<file path="src/rtl/apb_seq_pkg.sv">
package apb_seq_pkg;
   typedef enum logic [1:0] {
      PH_IDLE   = 2'd0,
      PH_SETUP  = 2'd1,
      PH_ACCESS = 2'd2
   } phase_e;
endpackage

</file>
<file path="src/rtl/apb_phase_ctrl.sv">
module apb_phase_ctrl
   import apb_seq_pkg::*;
(
   input  logic clk,
   input  logic rst_n,
   input  logic req_valid,
   input  logic pready,
   output logic req_ready,
   output logic accept,
   output logic complete,
   output logic hold,
   output logic psel,
   output logic penable
);
   phase_e st_q, st_d;

   assign complete  = (st_q == PH_ACCESS) && pready;
   assign hold      = (st_q == PH_ACCESS) && !pready;
   assign req_ready = (st_q == PH_IDLE) || complete;
   assign accept    = req_valid && req_ready;

   always_comb begin
      st_d = st_q;
      unique case (st_q)
         PH_IDLE:   st_d = accept ? PH_SETUP : PH_IDLE;
         PH_SETUP:  st_d = PH_ACCESS;
         PH_ACCESS: begin
            if (complete) st_d = accept ? PH_SETUP : PH_IDLE;
            else          st_d = PH_ACCESS;
         end
         default:   st_d = PH_IDLE;
      endcase
   end

   always_ff @(posedge clk) begin
      if (!rst_n) st_q <= PH_IDLE;
      else        st_q <= st_d;
   end

   assign psel    = (st_q != PH_IDLE);
   assign penable = (st_q == PH_ACCESS);


   accept_to_setup_chk: assert property (@(posedge clk) disable iff (!rst_n)
      (req_valid && req_ready && !psel) |=> (psel && !penable));

   setup_one_cycle_chk: assert property (@(posedge clk) disable iff (!rst_n)
      (psel && !penable) |=> (psel && penable));

   wait_stays_chk: assert property (@(posedge clk) disable iff (!rst_n)
      (psel && penable && !pready) |=> (psel && penable));

   b2b_setup_chk: assert property (@(posedge clk) disable iff (!rst_n)
      (psel && penable && pready && req_valid) |=> (psel && !penable));

   idle_return_chk: assert property (@(posedge clk) disable iff (!rst_n)
      (psel && penable && pready && !req_valid) |=> (!psel && !penable));

   ready_gate_chk: assert property (@(posedge clk) disable iff (!rst_n)
      (psel && !(penable && pready)) |-> !req_ready);
endmodule

</file>
<file path="src/rtl/apb_cmd_hold.sv">
module apb_cmd_hold #(
   parameter int ADDR_W = 16,
   parameter int DATA_W = 32
) (
   input  logic              clk,
   input  logic              rst_n,
   input  logic              accept,
   input  logic              hold,
   input  logic [ADDR_W-1:0] req_addr,
   input  logic              req_write,
   input  logic [DATA_W-1:0] req_wdata,
   output logic [ADDR_W-1:0] paddr,
   output logic              pwrite,
   output logic [DATA_W-1:0] pwdata
);
   always_ff @(posedge clk) begin
      if (!rst_n) begin
         paddr  <= '0;
         pwrite <= 1'b0;
         pwdata <= '0;
      end else if (accept) begin
         paddr  <= req_addr;
         pwrite <= req_write;
         pwdata <= req_wdata;
      end
   end


   bus_hold_chk: assert property (@(posedge clk) disable iff (!rst_n)
      hold |=> ($stable(paddr) && $stable(pwrite) && $stable(pwdata)));
endmodule

</file>
<file path="src/rtl/apb_rsp_capture.sv">
module apb_rsp_capture #(
   parameter int DATA_W        = 32,
   parameter bit WR_RDATA_ZERO = 1'b1
) (
   input  logic              clk,
   input  logic              rst_n,
   input  logic              complete,
   input  logic              pwrite,
   input  logic [DATA_W-1:0] prdata,
   output logic              done_pulse,
   output logic [DATA_W-1:0] done_rdata
);
   logic [DATA_W-1:0] next_rdata;

   generate
      if (WR_RDATA_ZERO) begin : g_wr_zero
         assign next_rdata = pwrite ? '0 : prdata;
      end else begin : g_wr_keep
         assign next_rdata = pwrite ? done_rdata : prdata;
      end
   endgenerate

   always_ff @(posedge clk) begin
      if (!rst_n) begin
         done_pulse <= 1'b0;
         done_rdata <= '0;
      end else begin
         done_pulse <= complete;
         if (complete) done_rdata <= next_rdata;
      end
   end


   done_after_complete_chk: assert property (@(posedge clk) disable iff (!rst_n)
      done_pulse |-> $past(complete));

   done_single_chk: assert property (@(posedge clk) disable iff (!rst_n)
      done_pulse |=> !done_pulse);

   rdata_moves_with_done_chk: assert property (@(posedge clk) disable iff (!rst_n)
      !$stable(done_rdata) |-> done_pulse);
endmodule

</file>
<file path="src/rtl/apb_txn_sequencer.sv">
module apb_txn_sequencer #(
   parameter int ADDR_W        = 16,
   parameter int DATA_W        = 32,
   parameter bit WR_RDATA_ZERO = 1'b1
) (
   input  logic              clk,
   input  logic              rst_n,
   input  logic              req_valid,
   output logic              req_ready,
   input  logic [ADDR_W-1:0] req_addr,
   input  logic              req_write,
   input  logic [DATA_W-1:0] req_wdata,
   output logic              done_pulse,
   output logic [DATA_W-1:0] done_rdata,
   output logic              psel,
   output logic              penable,
   output logic [ADDR_W-1:0] paddr,
   output logic              pwrite,
   output logic [DATA_W-1:0] pwdata,
   input  logic              pready,
   input  logic [DATA_W-1:0] prdata
);
   localparam int DATA_BYTES = DATA_W / 8;

   generate
      if (ADDR_W < 1 || ADDR_W > 64) begin : g_bad_addr
         $error("apb_txn_sequencer: ADDR_W must be 1..64");
      end
      if (DATA_W < 8 || DATA_W > 64 || DATA_BYTES * 8 != DATA_W) begin : g_bad_data
         $error("apb_txn_sequencer: DATA_W must be a multiple of 8 up to 64");
      end
   endgenerate

   logic accept, complete, hold;

   apb_phase_ctrl u_ctrl (
      .clk       (clk),
      .rst_n     (rst_n),
      .req_valid (req_valid),
      .pready    (pready),
      .req_ready (req_ready),
      .accept    (accept),
      .complete  (complete),
      .hold      (hold),
      .psel      (psel),
      .penable   (penable)
   );

   apb_cmd_hold #(.ADDR_W(ADDR_W), .DATA_W(DATA_W)) u_cmd (
      .clk       (clk),
      .rst_n     (rst_n),
      .accept    (accept),
      .hold      (hold),
      .req_addr  (req_addr),
      .req_write (req_write),
      .req_wdata (req_wdata),
      .paddr     (paddr),
      .pwrite    (pwrite),
      .pwdata    (pwdata)
   );

   apb_rsp_capture #(.DATA_W(DATA_W), .WR_RDATA_ZERO(WR_RDATA_ZERO)) u_rsp (
      .clk        (clk),
      .rst_n      (rst_n),
      .complete   (complete),
      .pwrite     (pwrite),
      .prdata     (prdata),
      .done_pulse (done_pulse),
      .done_rdata (done_rdata)
   );


   reset_quiet_chk: assert property (@(posedge clk)
      !rst_n |=> (!psel && !penable && !done_pulse));

   enable_needs_select_chk: assert property (@(posedge clk) disable iff (!rst_n)
      penable |-> psel);
endmodule

</file>
<file path="config.mk">
export PLATFORM = sky130hd
export DESIGN_NAME = apb_txn_sequencer
export DESIGN_NICKNAME = d
export VERILOG_FILES = /design/src/rtl/apb_seq_pkg.sv /design/src/rtl/apb_phase_ctrl.sv /design/src/rtl/apb_cmd_hold.sv /design/src/rtl/apb_rsp_capture.sv /design/src/rtl/apb_txn_sequencer.sv
export SDC_FILE = /design/constraint.sdc
export NUM_CORES = 1
export LEC_CHECK = 0
export ABC_AREA = 0
export BUFFER_PORTS_ARGS = -buffer_cell sky130_fd_sc_hd__buf_2
export CAP_MARGIN = 20
export CORE_ASPECT_RATIO = 0.6
export CORE_UTILIZATION = 49
export DETAILED_ROUTE_END_ITERATION = 8
export PLACE_DENSITY = 0.95
export SYNTH_ARGS = -nofsm -noshare
export SYNTH_HDL_FRONTEND = slang
export SYNTH_HIERARCHICAL = 1
export SYNTH_SLANG_ARGS = --single-unit
</file>
<file path="constraint.sdc">
create_clock -name clk -period 3.3 [get_ports clk]
set_input_delay 0.495 -clock clk [delete_from_list [all_inputs] [get_ports clk]]
set_output_delay 0.495 -clock clk [all_outputs]
set_load 0.01 [all_outputs]
</file>
* Word-level counts from Yosys, hierarchy flattened *
Index checks and enable logic that the tools add are counted.

operators by class
  equality and inequality tests = 2
  mux-type cells = 4
  reductions and logical operators = 5

operators by type and width
  operator              count
  $mux W32              1
  $pmux W2 S3           1
  $eq A2 B1 Y1 const B  1
  $eq A2 B2 Y1 const B  1
  $logic_and A1 B1 Y1   2
  $logic_not A2 Y1      1
  $mux W2               1
  $reduce_bool A2 Y1    1
  $logic_or A1 B1 Y1    1
  $mux W1               1

storage, ports and cells
  flip-flop bits (word level) = 84
  input port bits = 85
  output and inout port bits = 85
  logic and storage cells = 17

* Longest topological paths before layout *
Gate-level depths: netlist of run 1.

  depth in word-level cells = 7
  gate-level depth with buffers = 7
  depth with buffers taken out = 4

* By module *
Netlist of run 1, hierarchy kept.

by module, submodules not included
  module           instances  cells each  area an instance (sq um)  seq. area each (sq um)
  apb_cmd_hold     1          158         1,863.0                   980.9
  apb_rsp_capture  1          144         1,371.3                   660.6
  apb_phase_ctrl   1          12          126.4                     40.0

* Worst setup path after synthesis of run 1 *
Ideal clock, no wire load.

  kind = in2reg
  start point = input pready
  end point = register u_cmd.paddr[10]
  library setup time = 116 ps
  arrival = 1,331 ps
  data required time = 3,184 ps
  slack = 1,853 ps
  cell stages on the path = 7
  path buffers = 3
  cells stage by stage = nor2b_4 nor3b_1 buf_4 buf_8 buf_12 mux2i_1 nor2b_1

on the way
  longest elaborated chain between the ends = 3

RTL lines
  element                 line                     RTL
  start: declaration      apb_txn_sequencer.sv:20  input logic pready,
  $logic_and A1 B1 Y1     apb_phase_ctrl.sv:17     assign complete = (st_q == PH_ACCESS) && pready;
  $logic_or A1 B1 Y1      apb_phase_ctrl.sv:19     assign req_ready = (st_q == PH_IDLE) || complete;
  $logic_and A1 B1 Y1     apb_phase_ctrl.sv:20     assign accept = req_valid && req_ready;
  via accept              apb_txn_sequencer.sv:34  logic accept, complete, hold;
  end signal: assignment  apb_cmd_hold.sv:22       paddr <= req_addr;
  end: declaration        apb_cmd_hold.sv:12       output logic [ADDR_W-1:0] paddr,

The timed path passes the listed nets, and every way through them passes these cells.
A chain may end at the register's enable or synchronous reset.

* Worst setup path after layout of run 1 *
  start point = register u_ctrl.st_q[0]
  end point = register u_rsp.done_rdata[31]

on the way
  longest elaborated chain between the ends = 2

RTL lines
  element                   line                     RTL
  start: declaration        apb_phase_ctrl.sv:15     phase_e st_q, st_d;
  start signal: assignment  apb_phase_ctrl.sv:37     else st_q <= st_d;
  $eq A2 B2 Y1              -
  $logic_and A1 B1 Y1       apb_phase_ctrl.sv:17
  via complete              apb_txn_sequencer.sv:34
  end signal: assignment    apb_rsp_capture.sv:29    if (complete) done_rdata <= next_rdata;
  end: declaration          apb_rsp_capture.sv:11    output logic [DATA_W-1:0] done_rdata

The timed path passes the listed nets, and every way through them passes these cells.

==> impl_metrics.csv, run 1 <==
group,metric,value,unit
finish,syn2layout_area_growth,33.5,%
finish,seqCellArea,1680,um^2
timing,rsz0062_at_grt,"no",
logic_synthesis,synthDistinctLibCells,25,
placement,dp_cells,549,
worst_setup_path,crit_type,"flop to flop",
timing,min_period,1960,ps
worst_setup_path,crit_required,3470,ps
finish,multi_input_area,1510,um^2
placement,gp_congestion,0.732,
grt,globalRouteTotalUtil,22.1,%
worst_setup_path,critPathLaunchType,"flop",
logic_synthesis,syn-num-nets,399,
timing,setup_viol,0,
clocking,postCtsSetupBuffers,0,
timing,hold_violations,0,
die,coreArea,6360,um^2
worst_setup_path,cp-end-kind,"flop",
route,first_iter_violations,177,
route,vias_per_cell,4.81,
route,avgRoutedWirePerCell,13.6,um
worst_setup_path,crit_path_max_fanout,35,
grt,grt_antenna_before_repair,0,
worst_hold_path,hold_path_class,"primary input to flop",
grt,grt_first_pass_wirelength,11.9,mm
clocking,htree_levels,3,
clocking,cts_resized,0,
logic_synthesis,synth_warnings,6,
worst_hold_path,worstHoldPathCells,3,
die,io-pin-count,170,
clocking,clk_pin_slew,60,ps
logic_synthesis,synth_sequential_area_ratio,50.0,%
timing,slew_violations,0,
finish,drive_above_1_share,45.1,%
route,dr.pass1.iters,4,
clocking,cts_tree,"built",
clocking,hold_buffers,0,
worst_setup_path,ff2ff_path_depth,5,
finish,fin_util,70.6,%
timing,slew_headroom,41.8,%
pwr,power.density,530,nW/um^2
die,die_x,109,um
pwr,peakVddDrop,0.000425,V
logic_synthesis,syn_avg_cell_area,10.7,um^2
timing,fin_crit_sh,59.4,%
clocking,insertion_delay,330,ps
finish,nFillCells,441,
clocking,root_buffer,"clkbuf_16",
timing,fin_skew,5.29,ps
clocking,cts.path.max_buffers,2,
finish,antennaDiodeCount,0,
die,die-height,66.2,um
logic_synthesis,synthCells,314,
timing,fmax,0.510,GHz
die,rows,22,
run,cap_violations,0,
worst_setup_path,arrival,2130,ps
route,num_vias,2717,
clocking,clock-sinks,84,
timing,hold_slack,399,ps
logic_synthesis,netlist_area,3360,um^2
timing,tightest_slew,874,ps
die,dieArea,7200,um^2
logic_synthesis,ys_seq_elements,84,
finish,final_cells,565,
route,drt_wl_total,7.68,mm
grt,grt-ovfl-total,0,
route,drtAntennaViolNets,0,
pwr,leakage,0.00218,uW
finish,nets,561,
clocking,cts_buffers,9,
grt,grt_max_degree,45,
grt,grt_pass1_vias,2565,
route,drc_errors,0,
placement,hpwl,5.48,mm
die,initial_core_util,52.9,%
placement,io_buffers,169,
run_status,outcome,"finished clean",
timing,setup_tns,0,ps
-- through the flow --
step / total power, uW / instance area [um^2] / setup slack (ps)
after floorplan: 1290 / 3360 / 1850
after global placement: 1390 / 4180 / 1340
after detailed placement: 1400 / 4180 / 1280
after CTS: 2400 / 4490 / 1330
after global routing: 2480 / 4490 / 1170
final: 2380 / 4490 / 1340
-- cell type report --
type	count	area share (%)
multi-input combinational	206	33.6
clock inverter	4	1.06
timing repair buffer	175	19.8
tap	84	2.34
clock buffer	12	5.72
sequential	84	37.5
-- cells in the final DEF (no fill, tap or decap), drive strengths merged --
cell type / netlist / final
nor2b: 52 / 52
dfxtp: 84 / 84
and2: 2 / 2
clkinv: 0 / 2
o21a: 1 / 1
nor3b: 2 / 2
nand3b: 32 / 32
o21ai: 31 / 31
nor4bb: 1 / 1
bufinv: 0 / 1
nand2: 32 / 32
buf: 18 / 175
or2: 1 / 1
mux2i: 49 / 49
nand4b: 1 / 1
clkinvlp: 0 / 1
clkbuf: 6 / 12
nand2b: 1 / 1
nor2: 1 / 1
-- final timing paths --
path / from / endpoint / slack [ps]
max reg2reg: u_ctrl/st_q[0] / u_rsp/done_rdata[31] / 1340
min reg2reg: u_rsp/done_rdata[30] / u_rsp/done_rdata[30] / 470
max: u_ctrl/st_q[0] / u_rsp/done_rdata[31] / 1340
min: prdata[14] / u_rsp/done_rdata[14] / 400
-- cells by family (layout without fill, tap and decap cells) --
| logic type | after synthesis | after routing | share of synthesized area, % |
|---|---|---|---|
| buffers and inverters | 24 | 191 | 5.29 |
| multiplexers | 49 | 49 | 14.6 |
| flip-flops | 84 | 84 | 50.0 |
| AND/OR/NAND/NOR | 125 | 125 | 22.9 |
| AO/OA/AOI/OAI | 32 | 32 | 7.19 |
-- state kept, by name, summed over array words and instances, names as in the netlist --
signal / cells
u_cmd/paddr: 16
u_cmd/pwdata: 32
u_cmd/pwrite: 1
u_ctrl/st_q: 2
u_rsp/done_pulse: 1
u_rsp/done_rdata: 32
-- per-layer routing --
metal	vias to the layer above	share of wire (%)	track usage, %
met3	15	7.9	8.08
li1	1374	-	-
met1	1213	43	25.2
met5	-	0	0
met4	0	2.2	11.1
met2	115	47	36.6
-- report_power, final --
group / switching, uW / internal, uW
logic: 145 / 144
clock network: 373 / 624
registers: 26.8 / 1060
total: 545 / 1830
-- critical path: stages, from the launching register on --
cell	delay [ps]
dfxtp_1	460
nor2b_1	100
and2_1	170
buf_4	220
nand2b_2	650
o21ai_0	200
-- Yosys cell counts, drive strengths merged --
cell type  instances  share of area, %
buf               18               4.6
dfxtp             84                50
clkbuf             6              0.71
nor2b             52               9.9
nand4b             1              0.26
nand2b             1              0.26
mux2i             49                15
and2               2              0.37
nor3b              2              0.60
or2                1              0.19
nor2               1              0.11
o21a               1              0.22
o21ai             31               7.0
nor4bb             1              0.48
nand3b            32               7.1
nand2             32               3.6
Power figures use the tool's default switching activity.
==> run 2: changes to the inputs <==
ABC_AREA = 1   (was 0)
CORE_UTILIZATION = 45   (was 49)
PLACE_DENSITY = 0.89   (was 0.95)
clock period = 2 ns   (was 3.3 ns; I/O delays follow)
==> run 2 against run 1 <==
Against the previous run: core utilization down 8.9 points; register-to-register slack worse by 790 ps; via count up 24%; sequential power up 67%; critical endpoint is now u_rsp/done_rdata[19]; sequential cell count unchanged; total power up 60%; clock power up 44%; combinational power up 89%; hold slack worse by 160 ps; final cell count up 31%.
==> impl_metrics.csv, run 2 <==
group,metric,value,unit
worst_setup_path,cp-end-kind,"flop",
logic_synthesis,synthCells,472,
logic_synthesis,syn_avg_cell_area,7.21,um^2
timing,fin_skew,3.85,ps
timing,fmax,0.690,GHz
worst_setup_path,critPathLaunchType,"flop",
finish,nFillCells,679,
run,cap_violations,0,
grt,grt-ovfl-total,0,
die,dieArea,7920,um^2
grt,grt_pass1_vias,3208,
timing,slew_headroom,69.5,%
clocking,clk_pin_slew,60,ps
timing,setup_viol,0,
timing,rsz0062_at_grt,"no",
logic_synthesis,syn-num-nets,557,
clocking,cts.path.max_buffers,2,
worst_setup_path,crit_required,2240,ps
finish,nets,715,
worst_hold_path,worstHoldStart,"prdata[12]",
die,rows,24,
die,die-height,69.4,um
worst_hold_path,hold_path_class,"primary input to flop",
logic_synthesis,netlist_area,3400,um^2
clocking,cts_resized,0,
grt,globalRouteTotalUtil,21.0,%
timing,tightest_slew,457,ps
placement,gp_congestion,0.760,
finish,antennaDiodeCount,0,
clocking,root_buffer,"clkbuf_16",
logic_synthesis,synth_warnings,6,
route,vias_per_cell,4.56,
clocking,insertion_delay,320,ps
timing,hold_violations,0,
grt,grt_max_degree,59,
die,io-pin-count,170,
timing,min_period,1450,ps
worst_setup_path,r2r_start,"u_ctrl/st_q[0]",
route,dr.pass1.iters,4,
timing,slew_violations,0,
finish,seqCellArea,1680,um^2
die,coreArea,7300,um^2
clocking,htree_levels,3,
route,drc_errors,0,
timing,layout_setup_ws,551,ps
placement,hpwl,5.92,mm
clocking,postCtsSetupBuffers,0,
route,first_iter_violations,186,
timing,fin_crit_sh,72.4,%
route,avgRoutedWirePerCell,10.9,um
grt,grt_first_pass_wirelength,13.4,mm
finish,layout_commonest_cell,"buf_2",
placement,pre_cts_ws,488,ps
grt,grt_antenna_before_repair,0,
finish,reg_top3,"u_cmd/pwdata x32, u_rsp/done_rdata x32, u_cmd/paddr x16",
finish,multi_input_area,1290,um^2
worst_setup_path,startpoint,"u_ctrl/st_q[0]",
route,drt_wl_total,8.08,mm
placement,io_buffers,169,
finish,syn2layout_area_growth,32.4,%
clocking,hold_buffers,0,
timing,setup_tns,0,ps
route,num_vias,3373,
die,initial_core_util,46.6,%
clocking,cts_tree,"built",
pwr,peakVddDrop,0.000478,V
clocking,clock-sinks,84,
pwr,leakage,0.00244,uW
finish,drive_above_1_share,33.5,%
finish,layout_common_cells,"169 x buf_2, 123 x nand2_1, 99 x nor2_1",
die,die_x,114,um
route,drtAntennaViolNets,0,
run_status,outcome,"finished clean",
pwr,power.density,846,nW/um^2
clocking,cts_buffers,9,
worst_setup_path,crit_type,"flop to flop",
worst_setup_path,arrival,1690,ps
worst_setup_path,crit_path_max_fanout,24,
-- run 2: worst max-delay path: stages, from the launching register on --
cell and delay (ps):
dfxtp_1 370, nor3_2 360, buf_4 330, nand3_1 130, a21oi_1 180
-- run 2: layout make-up --
| cell class | count | area share, % |
|---|---|---|
| tap | 104 | 2.89 |
| clock buffer | 12 | 5.25 |
| inverter | 57 | 4.86 |
| clock inverter | 4 | 0.583 |
| sequential | 84 | 37.3 |
| timing repair buffer | 176 | 20.5 |
| multi-input combinational | 302 | 28.6 |
-- run 2: routing by layer --
layer	track usage, %	vias to the layer above	share of wire (%)
li1	-	1720	-
met4	7.94	0	1.3
met1	23.1	1527	43
met5	0	-	0
met3	6.03	10	6.9
met2	38.2	116	49
-- run 2: final timing paths --
| path | cells past startpoint | endpoint | slack [ps] |
|---|---|---|---|
| setup / recovery | 4 | u_rsp/done_rdata[19] | 550 |
| hold / removal | 3 | u_rsp/done_rdata[12] | 240 |
| setup reg to reg | 4 | u_rsp/done_rdata[19] | 550 |
| hold reg to reg | 2 | u_rsp/done_rdata[12] | 460 |
-- run 2: where the power goes --
part           switching (uW)  internal, uW  total, uW
logic                     314           231        545
registers                51.4          1770       1820
clock network             603           839       1440
total                     968          2840       3810
-- run 2: stage by stage --
stage / std cells / total power (uW) / cell area [um^2] / util, % / hold WS (ps)
floorplan: 472 / 2190 / 3400 / - / 398
global placement: 723 / 2380 / 4240 / 58.1 / 449
detailed placement: 723 / 2410 / 4240 / 58.1 / 453
CTS: 739 / 3860 / 4500 / 61.7 / 231
global route: 739 / 4010 / 4500 / 61.7 / 238
finish: 739 / 3810 / 4500 / 61.7 / 243
==> run 3: changes to the inputs <==
clock period = 1.42 ns   (was 2 ns; I/O delays follow)
==> run 3 against run 2 <==
Against the previous run: total power up 48%; register-to-register slack worse by 420 ps; critical endpoint is now psel; clock power up 60%; sequential cell count unchanged; worst setup slack worse by 480 ps; count of clock-buffer cells in the layout down 3; sequential share of layout area down 0.62 points; largest cell class unchanged; hold slack worse by 92 ps; highest routed layer unchanged.
==> impl_metrics.csv, run 3 (synthesized netlist as in run 2, its figures left out) <==
group,metric,value,unit
clocking,cts_tree,"built",
worst_hold_path,worstHoldStart,"prdata[11]",
timing,slew_violations,0,
finish,multi_input_area,1290,um^2
pwr,power.density,1230,nW/um^2
run,cap_violations,0,
placement,io_buffers,169,
clocking,insertion_delay,330,ps
finish,nFillCells,666,
clocking,cts.path.max_buffers,2,
finish,nets,719,
route,drtAntennaViolNets,0,
grt,grt-ovfl-total,0,
timing,setup_viol,0,
die,initial_core_util,46.6,%
finish,layout_common_cells,"169 x buf_2, 123 x nand2_1, 99 x nor2_1",
timing,min_period,1350,ps
route,dr.pass1.iters,4,
clocking,root_buffer,"clkbuf_16",
timing,tightest_slew,377,ps
clocking,hold_buffers,0,
run_status,outcome,"finished clean",
route,first_iter_violations,182,
die,die_x,114,um
timing,fin_skew,3.96,ps
worst_setup_path,crit_path_cell_trace,"or2_2, buf_2",
route,avgRoutedWirePerCell,11.0,um
grt,grtUsageMet1,22.8,%
pwr,leakage,0.00248,uW
finish,fin_util,62.8,%
worst_setup_path,crit_type,"flop to output pin",
timing,rsz0062_at_grt,"no",
clocking,htree_levels,3,
route,drt_wl_total,8.21,mm
die,io-pin-count,170,
worst_setup_path,cp-end-kind,"output pin",
finish,syn2layout_area_growth,34.7,%
worst_setup_path,arrival,1140,ps
timing,hold_violations,0,
route,num_vias,3367,
route,drc_errors,0,
pwr,peakVddDrop,0.000749,V
placement,gp_congestion,0.748,
grt,grt_max_degree,59,
die,rows,24,
timing,hold_slack,151,ps
timing,fin_crit_sh,95.1,%
finish,reg_top3,"u_cmd/pwdata x32, u_rsp/done_rdata x32, u_cmd/paddr x16",
finish,layout_commonest_cell,"buf_2",
clocking,clock-sinks,84,
grt,met3_usage,8.04,%
finish,drive_above_1_share,34.6,%
grt,busiest_layer,"met2",
die,die-height,69.4,um
clocking,clk_pin_slew,60,ps
die,dieArea,7920,um^2
clocking,cts_buffers,9,
finish,antennaDiodeCount,0,
timing,fmax,0.741,GHz
route,vias_per_cell,4.53,
timing,slew_headroom,74.8,%
worst_setup_path,startpoint,"u_ctrl/st_q[0]",
worst_setup_path,slowest_stage,"dfxtp_2",
placement,hpwl,5.81,mm
grt,globalRouteTotalUtil,21.1,%
worst_hold_path,hold_path_class,"primary input to flop",
grt,grtUsageMet2,37.8,%
worst_setup_path,r2r_start,"u_ctrl/st_q[1]",
worst_setup_path,crit_path_max_fanout,5,
grt,grt_first_pass_wirelength,13.3,mm
worst_setup_path,max_stage_delay,360,ps
worst_setup_path,crit_required,1210,ps
finish,seqCellArea,1680,um^2
worst_setup_path,critPathLaunchType,"flop",
grt,grt_pass1_vias,3158,
grt,grt_antenna_before_repair,0,
timing,setup_tns,0,ps
die,coreArea,7300,um^2
[run 3: final timing paths]
| check | slack (ps) | end | depth (start not counted) |
|---|---|---|---|
| min | 150 | u_rsp/done_rdata[11] | 3 |
| min reg2reg | 470 | u_rsp/done_rdata[21] | 2 |
| max reg2reg | 130 | u_rsp/done_rdata[20] | 6 |
| max | 70 | psel | 2 |
[run 3: critical path: cells and delay by family (launching register included)]
| family | cells | cell delay (ps) |
|---|---|---|
| buffers and inverters | 1 | 150 |
| and+or+nand+nor | 1 | 300 |
| DFF | 1 | 360 |
[run 3: routing by layer]
layer  routed length (um)  vias to the layer above
met5                    0                        -
met4                  134                        0
met3                  656                       18
met2                 3970                      132
met1                 3450                     1485
li1                     -                     1732
[run 3: what timing repair did]
| action | 4_1_cts | 5_1_grt |
|---|---|---|
| resized for setup | 2 | 2 |
| gates cloned | 1 | 0 |
| buffers inserted | 2 | 0 |
| pin swaps | 1 | 1 |
| setup endpoints to repair | 1 | 18 |
| hold endpoints to repair | 0 | 0 |
[run 3: area by class of cell]
cell class,count,share of cell area (%)
Clock inverter,7,1.61
Clock buffer,9,4.92
Inverter,57,4.78
Timing Repair Buffer,179,20.7
Tap cell,104,2.84
Timing Repair inverter,1,0.191
Multi-Input combinational cell,302,28.2
Sequential cell,84,36.7
[run 3: through the flow]
step | total power (uW) | setup slack, ps | cells | instance area, um^2
2_1_floorplan | 3080 | 190 | 472 | 3400
3_3_place_gp | 3360 | 105 | 724 | 4250
3_5_place_dp | 3390 | 11.5 | 724 | 4250
4_1_cts | 5720 | 8.02 | 743 | 4580
5_1_grt | 5930 | 23.5 | 743 | 4580
6_report | 5640 | 70.3 | 743 | 4580
[run 3: power breakdown]
group / total (uW) / switching (uW) / internal (uW) / leakage (uW)
logic: 773 / 441 / 333 / 0.00165
clock network: 2300 / 927 / 1370 / 0.000146
registers: 2570 / 74.0 / 2500 / 0.000690
total: 5640 / 1440 / 4200 / 0.00248
